[config.mk]
export PLATFORM = sky130hd
export DESIGN_NAME = bor_resolver
export DESIGN_NICKNAME = d
export VERILOG_FILES = /design/src/rtl/bor_pkg.sv /design/src/rtl/bor_regs.sv /design/src/rtl/bor_override.sv /design/src/rtl/bor_bank_drive.sv /design/src/rtl/bor_resolver.sv
export SDC_FILE = /design/constraint.sdc
export NUM_CORES = 1
export LEC_CHECK = 0
export ABC_AREA = 1
export BUFFER_PORTS_ARGS = -buffer_cell sky130_fd_sc_hd__buf_2
export CELL_PAD_IN_SITES_DETAIL_PLACEMENT = 0
export CELL_PAD_IN_SITES_GLOBAL_PLACEMENT = 2
export CORE_UTILIZATION = 28
export CTS_CLUSTER_DIAMETER = 40
export CTS_CLUSTER_SIZE = 24
export DETAILED_ROUTE_END_ITERATION = 8
export MAX_ROUTING_LAYER = met4
export PLACE_DENSITY_LB_ADDON = 0.1
export SLEW_MARGIN = 20
export SYNTH_ARGS = -nofsm -noshare
export SYNTH_HDL_FRONTEND = slang
export SYNTH_SLANG_ARGS = --single-unit
[constraint.sdc]
create_clock -name clk -period 1.7 [get_ports clk]
set_clock_uncertainty 0.2 [all_clocks]
set_input_delay 0 -clock clk [delete_from_list [all_inputs] [get_ports clk]]
set_output_delay 0 -clock clk [all_outputs]
set_load 0.02 [all_outputs]
[src/rtl/bor_pkg.sv]
package bor_pkg;

    localparam int NUM_BANKS  = 5;
    localparam int BANK_W     = 8;
    localparam int PIN_CNT    = NUM_BANKS * BANK_W;
    localparam int REG_W      = 8;
    localparam int ADDR_W     = 7;
    localparam int IDX_W      = $clog2(NUM_BANKS);
    localparam int PAIR_BITS  = BANK_W / 2;

    localparam logic [ADDR_W-1:0] A_PORT_BASE = 7'h08;
    localparam logic [ADDR_W-1:0] A_PORT_END  = A_PORT_BASE + ADDR_W'(NUM_BANKS);
    localparam logic [ADDR_W-1:0] A_DIR_BASE  = 7'h18;
    localparam logic [ADDR_W-1:0] A_DIR_END   = A_DIR_BASE + ADDR_W'(NUM_BANKS);
    localparam logic [ADDR_W-1:0] A_STYLE     = 7'h28;
    localparam logic [ADDR_W-1:0] A_ALLBANK   = 7'h29;

    localparam logic [REG_W-1:0]  STYLE_RST   = 8'hFF;
    localparam logic              POL_RST     = 1'b1;
    localparam int                POL_BIT     = REG_W - 1;

    typedef logic [BANK_W-1:0]                   bank_t;
    typedef logic [NUM_BANKS-1:0][BANK_W-1:0]    bank_vec_t;

    typedef enum logic [2:0] {
        REG_NONE,
        REG_PORT,
        REG_DIR,
        REG_STYLE,
        REG_ALLBANK
    } reg_kind_e;

    typedef struct packed {
        reg_kind_e        kind;
        logic [IDX_W-1:0] idx;
    } decode_t;

    function automatic decode_t decode_addr(input logic [ADDR_W-1:0] a);
        decode_t d;
        d.kind = REG_NONE;
        d.idx  = '0;
        if (a >= A_PORT_BASE && a < A_PORT_END) begin
            d.kind = REG_PORT;
            d.idx  = IDX_W'(a - A_PORT_BASE);
        end else if (a >= A_DIR_BASE && a < A_DIR_END) begin
            d.kind = REG_DIR;
            d.idx  = IDX_W'(a - A_DIR_BASE);
        end else if (a == A_STYLE) begin
            d.kind = REG_STYLE;
        end else if (a == A_ALLBANK) begin
            d.kind = REG_ALLBANK;
        end
        return d;
    endfunction

    // 1 = push-pull for pin 'pin' of bank 'bank'
    function automatic logic style_bit(input logic [REG_W-1:0] cfg,
                                       input int bank, input int pin);
        if (bank == 0)
            return cfg[pin / 2];
        return cfg[PAIR_BITS + bank - 1];
    endfunction

endpackage

[src/rtl/bor_regs.sv]
module bor_regs
    import bor_pkg::*;
(
    input  logic                 clk,
    input  logic                 rst,
    input  logic                 wr_en,
    input  logic [ADDR_W-1:0]    wr_addr,
    input  logic [REG_W-1:0]     wr_data,
    output bank_vec_t            port_q,
    output bank_vec_t            dir_q,
    output logic [REG_W-1:0]     style_q,
    output logic                 ab_pol_q,
    output logic [NUM_BANKS-1:0] ab_bits_q,
    output logic [NUM_BANKS-1:0] port_wr,
    output logic                 ab_wr
);

    decode_t              dec;
    logic [NUM_BANKS-1:0] dir_wr;
    logic                 style_wr;

    always_comb begin
        dec      = decode_addr(wr_addr);
        ab_wr    = wr_en && (dec.kind == REG_ALLBANK);
        style_wr = wr_en && (dec.kind == REG_STYLE);
    end

    for (genvar b = 0; b < NUM_BANKS; b++) begin : g_strobe
        assign port_wr[b] = wr_en && (dec.kind == REG_PORT) && (dec.idx == IDX_W'(b));
        assign dir_wr[b]  = wr_en && (dec.kind == REG_DIR)  && (dec.idx == IDX_W'(b));
    end

    always_ff @(posedge clk) begin
        if (rst) begin
            port_q <= '0;
            dir_q  <= '0;
        end else begin
            for (int b = 0; b < NUM_BANKS; b++) begin
                if (port_wr[b]) port_q[b] <= wr_data;
                if (dir_wr[b])  dir_q[b]  <= wr_data;
            end
        end
    end

    always_ff @(posedge clk) begin
        if (rst) begin
            style_q   <= STYLE_RST;
            ab_pol_q  <= POL_RST;
            ab_bits_q <= '0;
        end else begin
            if (style_wr) style_q <= wr_data;
            if (ab_wr) begin
                ab_pol_q  <= wr_data[POL_BIT];
                ab_bits_q <= wr_data[NUM_BANKS-1:0];
            end
        end
    end

endmodule

[src/rtl/bor_override.sv]
module bor_override
    import bor_pkg::*;
(
    input  logic                 clk,
    input  logic                 rst,
    input  logic                 ab_pol,
    input  logic [NUM_BANKS-1:0] ab_bits,
    input  logic                 ab_wr,
    input  logic [NUM_BANKS-1:0] port_wr,
    output logic [NUM_BANKS-1:0] armed_q,
    output logic [NUM_BANKS-1:0] force_en,
    output logic                 force_val
);

    // a bank stays armed from an override write until its own register write
    always_ff @(posedge clk) begin
        if (rst) begin
            armed_q <= '0;
        end else if (ab_wr) begin
            armed_q <= '1;
        end else begin
            armed_q <= armed_q & ~port_wr;
        end
    end

    assign force_val = ab_pol;

    for (genvar b = 0; b < NUM_BANKS; b++) begin : g_force
        assign force_en[b] = armed_q[b] && (ab_bits[b] == ab_pol);
    end

endmodule

[src/rtl/bor_bank_drive.sv]
module bor_bank_drive
    import bor_pkg::*;
#(
    parameter int BANK_IDX = 0
)(
    input  bank_t            port_val,
    input  bank_t            dir_val,
    input  logic [REG_W-1:0] style_cfg,
    input  logic             force_en,
    input  logic             force_val,
    output bank_t            drv_data,
    output bank_t            drv_en,
    output bank_t            drv_od
);

    for (genvar p = 0; p < BANK_W; p++) begin : g_pin
        logic push_pull;
        logic level;
        assign push_pull   = style_bit(style_cfg, BANK_IDX, p);
        assign level       = force_en ? force_val : port_val[p];
        assign drv_data[p] = dir_val[p] & level;
        assign drv_od[p]   = dir_val[p] & ~push_pull;
        assign drv_en[p]   = dir_val[p] & (push_pull | ~level);
    end

endmodule

[src/rtl/bor_resolver.sv]
module bor_resolver
    import bor_pkg::*;
(
    input  logic                  clk,
    input  logic                  rst,
    input  logic                  wr_en,
    input  logic [ADDR_W-1:0]     wr_addr,
    input  logic [REG_W-1:0]      wr_data,
    output logic [PIN_CNT-1:0]    pin_data,
    output logic [PIN_CNT-1:0]    pin_oe,
    output logic [PIN_CNT-1:0]    pin_od
);

    bank_vec_t            port_q;
    bank_vec_t            dir_q;
    logic [REG_W-1:0]     style_q;
    logic                 ab_pol_q;
    logic [NUM_BANKS-1:0] ab_bits_q;
    logic [NUM_BANKS-1:0] port_wr;
    logic                 ab_wr;
    logic [NUM_BANKS-1:0] armed_q;
    logic [NUM_BANKS-1:0] force_en;
    logic                 force_val;

    bor_regs u_regs (
        .clk       (clk),
        .rst       (rst),
        .wr_en     (wr_en),
        .wr_addr   (wr_addr),
        .wr_data   (wr_data),
        .port_q    (port_q),
        .dir_q     (dir_q),
        .style_q   (style_q),
        .ab_pol_q  (ab_pol_q),
        .ab_bits_q (ab_bits_q),
        .port_wr   (port_wr),
        .ab_wr     (ab_wr)
    );

    bor_override u_ovr (
        .clk       (clk),
        .rst       (rst),
        .ab_pol    (ab_pol_q),
        .ab_bits   (ab_bits_q),
        .ab_wr     (ab_wr),
        .port_wr   (port_wr),
        .armed_q   (armed_q),
        .force_en  (force_en),
        .force_val (force_val)
    );

    for (genvar b = 0; b < NUM_BANKS; b++) begin : g_bank
        bor_bank_drive #(.BANK_IDX(b)) u_drv (
            .port_val  (port_q[b]),
            .dir_val   (dir_q[b]),
            .style_cfg (style_q),
            .force_en  (force_en[b]),
            .force_val (force_val),
            .drv_data  (pin_data[b*BANK_W +: BANK_W]),
            .drv_en    (pin_oe[b*BANK_W +: BANK_W]),
            .drv_od    (pin_od[b*BANK_W +: BANK_W])
        );
    end

endmodule

## Word level (Yosys, flattened, before mapping)

Cells that the tools add are included.

- Flip-flop bits (word level): 99
- Input port bits: 18
- Output and inout bits: 120

- Add/subtract/negate cells: 2
- $lt $le $gt $ge: 4
- Equal/unequal tests: 15
- Multiplexer cells: 46
- Bitwise logic cells: 210
- Reductions and logical operators: 22

Operators with widths:

| kind | number |
|---|---|
| 1-bit AND | 120 |
| 1-bit inverter | 48 |
| 1-bit two-way mux | 40 |
| 1-bit OR | 40 |
| 1-bit logical AND | 21 |
| 7-bit by 6-bit == test with 1-bit output, second input constant | 2 |
| 3-bit by 2-bit == test with 1-bit output, second input constant | 4 |
| 3-bit two-way mux | 4 |
| 7-bit by 4-bit >= comparator with 1-bit output, second input constant | 1 |
| 7-bit by 5-bit >= comparator with 1-bit output, second input constant | 1 |
| 7-bit by 4-bit less-than comparator with 1-bit output, second input constant | 1 |
| 7-bit by 5-bit less-than comparator with 1-bit output, second input constant | 1 |
| 3-bit by 1-bit == test with 1-bit output, second input constant | 2 |
| 3-bit == test, second input constant | 2 |
| 6-bit two-way mux | 1 |
| 3-bit by 1-bit subtractor with 3-bit output, second input constant | 2 |
| 5-bit AND | 1 |
| 1-bit == test | 5 |
| 5-bit two-way mux | 1 |
| 5-bit inverter | 1 |
| 3-bit zero test | 1 |

## Longest topological paths before layout

- Depth in word-level cells: 11
- Mapped depth: 11
- Depth with buffers taken out: 9

## Hierarchy

From an unflattened synthesis, not the netlist that was laid out.

- Cell total of the unflattened synthesis: 829
- Area, all modules: 5197.5 µm²

By module, submodules not included:

| module | instances | cells each | area each (µm²) | sequential area each (µm²) |
|---|---|---|---|---|
| bor_regs | 1 | 518 | 3758.6 | 1881.8 |
| bor_bank_drive at g_bank[1].u_drv ... | 4 | 53 | 235.2 | 0.0 |
| bor_override | 1 | 44 | 256.5 | 100.1 |
| bor_bank_drive at g_bank[0].u_drv | 1 | 55 | 241.5 | 0.0 |

## Worst setup path after synthesis

Ideal clock, no wire load.

- Kind: register to output
- Start point: register u_regs.ab_pol_q
- End point: output port pin_oe[25]
- Arrival: 1.331 ns
- Required time: 1.500 ns
- Path slack: 0.169 ns
- Cell stages (with the launch flop): 7
- Cell sequence: dfxtp_1 -> buf_4 -> a21oi_1 -> nand2_1 -> o21ai_0 -> o21ai_0 -> inv_1

- Cells in the longest elaborated chain, start to end: 6

RTL lines:

| what | RTL line | source |
|---|---|---|
| from (decl) | bor_regs.sv:12 | `output logic ab_pol_q,` |
| from (signal assigned) | bor_regs.sv:53 | `ab_pol_q <= wr_data[POL_BIT];` |
| 1-bit == test | bor_override.sv:29 | `assign force_en[b] = armed_q[b] && (ab_bits[b] == ab_pol);` |
| 1-bit logical AND | bor_override.sv:29 |  |
| 1-bit two-way mux (*) | bor_bank_drive.sv:20 | `assign level = force_en ? force_val : port_val[p];` |
| 1-bit inverter (*) | bor_bank_drive.sv:23 | `assign drv_en[p] = dir_val[p] & (push_pull \| ~level);` |
| 1-bit OR (*) | bor_bank_drive.sv:23 |  |
| 1-bit AND (*) | bor_bank_drive.sv:23 |  |
| to (decl) | bor_resolver.sv:10 | `output logic [PIN_CNT-1:0] pin_oe,` |

Mark *: on every way between the ends. The rest lies on a longest branch, timed or not.

## Worst setup path in the final report

- Start point: register u_regs.ab_pol_q
- End point: output port pin_oe[18]

The elaborated chain is that of the path after synthesis.

==> impl_metrics.json <==
{
  "status": "finished with violations",
  "violations": "negative setup slack",
  "grt_pass1_vias": 4815,
  "globalRoute.totalOverflow": 0,
  "finalNetCount": 904,
  "dp_slack_ns": -0.164,
  "port_buffers": 137,
  "leakagePower_nw": 3.24,
  "grt_pass1_wl_mm": 25.5,
  "yosys-top-cells-count": "nor2_1, o21ai_0, inv_1",
  "rsz0062_at_grt": "yes",
  "comb_power_share_pct": 5.3,
  "top_layer_used": "met4",
  "max_freq_mhz": 509,
  "fin_crit_ns": 1.97,
  "synth_most_common_cell": "nor2_1",
  "async_flop_share_pct": 0,
  "ys_ff_latch": 99,
  "drt_pass1_iterations": 4,
  "p_int_mw": 3.68,
  "cts_root_buf": "clkbuf_16",
  "start_util_pct": 29.0,
  "finalSetupViolations": 80,
  "seq_power_share_pct": 48.8,
  "clkPwrFrac_pct": 45.8,
  "synth_area_leader_cell": "dfxtp_1",
  "drv_slew": 0,
  "synth_ff_type": "dfxtp_1",
  "yosysTopAreaCellShare_pct": 40.7,
  "critPathTopFamily": "buffers and inverters",
  "synth_cells": 721,
  "clkSinkCount": 99,
  "drtIter0Drc": 295,
  "grtUsageTotal_pct": 18.8,
  "ys_seq_area_share_pct": 40.7,
  "cts_tree": "built",
  "place.detailed.hpwl_mm": 10.7,
  "fin_setup_tns_ns": -12.88,
  "die_x_microns": 134,
  "h-tree-depth": 3,
  "cts_buffers": 9,
  "fill_cells": 1769,
  "routed_wire_length_per_instance_microns": 14.3,
  "start_kind": "register",
  "synth_area_sq_um": 4870,
  "io_pins": 138,
  "yosys-top-cells-area": "dfxtp_1, o21ai_0, nor2_1",
  "critPathMaxStageDelay_ns": 0.38,
  "power.density_nw_per_um2": 674,
  "clk_latency_ns": 0.35,
  "utilization_pct": 42.2,
  "drv_cap": 0,
  "rows": 47,
  "die-area_sq_um": 17900,
  "routed_wl_mm": 15.9,
  "grt_max_degree": 73,
  "crit_required_ns": 1.50,
  "synth_edf_count": 0,
  "met3WireLength_microns": 718,
  "via_per_inst": 4.50,
  "cts.clk_slew.worst_paths_ns": 0.07,
  "vias": 5003,
  "p_sw_mw": 1.09,
  "crit_chain": "buf_8, buf_6, a21oi_4, buf_12, nand2_8, o21ai_2, o21ai_1, inv_1, buf_6",
  "hold_viol_final": 0,
  "wl_met2_mm": 7.85,
  "clock_path_buffers": 2,
  "crit_fanout": 8,
  "worst_hold_slack_ns": 0.0159,
  "coreArea_sq_um": 16800,
  "synth_cell_types": 28,
  "min_path_type": "input pin to register",
  "syn-num-nets": 739,
  "syn_avg_cell_area_sq_um": 6.75,
  "worstSetupPathType": "register to output pin",
  "layout-drive-gt1-share_pct": 31.6,
  "fin_ws_ns": -0.266,
  "peakVddDrop_uv": 447,
  "cp_slowest_cell": "dfxtp_4",
  "swShare_pct": 22.8,
  "drt-met1-wl_mm": 7.21,
  "arrival_ns": 1.77,
  "area_delta_synth_final_pct": 45.4,
  "gp_congestion": 0.771,
  "path_common_cell": "buf_6",
  "worst_slew_pin_slew_ns": 0.616,
  "antenna_found_initial": 1,
  "fp.dieH_microns": 134,
  "slew_headroom_pct": 58.9,
  "endpoint_kind": "output pin",
  "path_buf_inv": 5,
  "drc_errors": 0,
  "final_antenna_net_count": 0,
  "fin_crit_sh_pct": 116,
  "yosys_warnings": 0
}
## cell type report
class | instances | area, sq um | area share [%]
Inverter | 116 | 442 | 6.24
Tap cell | 220 | 275 | 3.89
Clock buffer | 10 | 229 | 3.24
Multi-Input combinational cell | 472 | 2630 | 37.1
Antenna cell | 1 | 2.50 | 0.0354
Sequential cell | 99 | 1990 | 28.1
Clock inverter | 5 | 78.8 | 1.11
Timing Repair Buffer | 188 | 1430 | 20.3
## logic make-up after synthesis
kind of cell	synth area share, %
and+or+nand+nor	24.1
AOI/OAI and AO/OA	22.3
buffers and inverters	12.9
DFF	40.7
## flip-flops by register name, indices dropped and copies added, names as in the netlist
signal	cells
u_regs.port_q	40
u_regs.ab_pol_q	1
u_ovr.armed_q	5
u_regs.dir_q	40
u_regs.ab_bits_q	5
u_regs.style_q	8
## tightest hold or removal path: cells and delay by family
| family | cells | cell delay [ns] |
|---|---|---|
| simple gates | 4 | 0.42 |
| buf+inv | 1 | 0.12 |
## timing repair
item                                   in CTS  in global routing
resized for setup                         194                 62
pin swaps                                  13                 11
buffers inserted                            5                  4
gates cloned                                0                  0
hold buffers                               21                  0
endpoints found under the hold margin      98                  0
setup endpoints to repair                  80                137
## power by group through the flow
stage	combinational [mW]	sequential (mW)	clock, mW
floorplan	0.136	2.38	0
global placement	0.226	2.38	0
detailed placement	0.228	2.38	0
CTS	0.252	2.33	2.26
global route	0.279	2.33	2.38
finish	0.254	2.33	2.19
## per-stage QoR
| step | power, mW | instance area (sq um) | instances |
|---|---|---|---|
| finish | 4.77 | 7070 | 1111 |
| global placement | 2.61 | 5830 | 1065 |
| floorplan | 2.52 | 4870 | 721 |
| global route | 4.99 | 7070 | 1111 |
| CTS | 4.84 | 6800 | 1106 |
| detailed placement | 2.61 | 5830 | 1065 |
## cell usage in the layout (no fill, tap or decap), types with 12 or more instances in the layout
cell type and instances:
inv_1 102, o21ai_2 38, buf_4 57, nand2_1 86, dlygate4sd3_1 20, buf_6 25
buf_2 79, a21oi_1 64, inv_2 12, o21ai_0 42, dfxtp_1 97, nor2_1 124
o21ai_1 45
## final timing paths
path / to / cells after the start / from / slack [ns]
worst min-delay path: u_regs.dir_q[21]$_SDFFE_PP0P_ / 5 / wr_addr[0] / 0.02
worst max-delay path: pin_oe[18] / 9 / u_regs.ab_pol_q$_SDFFE_PP1P_ / -0.27
worst max register to register: u_regs.port_q[29]$_SDFFE_PP0P_ / 3 / u_regs.port_q[29]$_SDFFE_PP0P_ / 0.34
worst min register to register: u_regs.port_q[34]$_SDFFE_PP0P_ / 2 / u_regs.port_q[34]$_SDFFE_PP0P_ / 0.26
## routing by layer
metal	GRT usage [%]	vias to the layer above
met5	-	-
met4	3.41	0
met3	4.20	5
met2	31.9	93
met1	22.9	2281
li1	-	2624
Power figures use the tool's default switching activity.
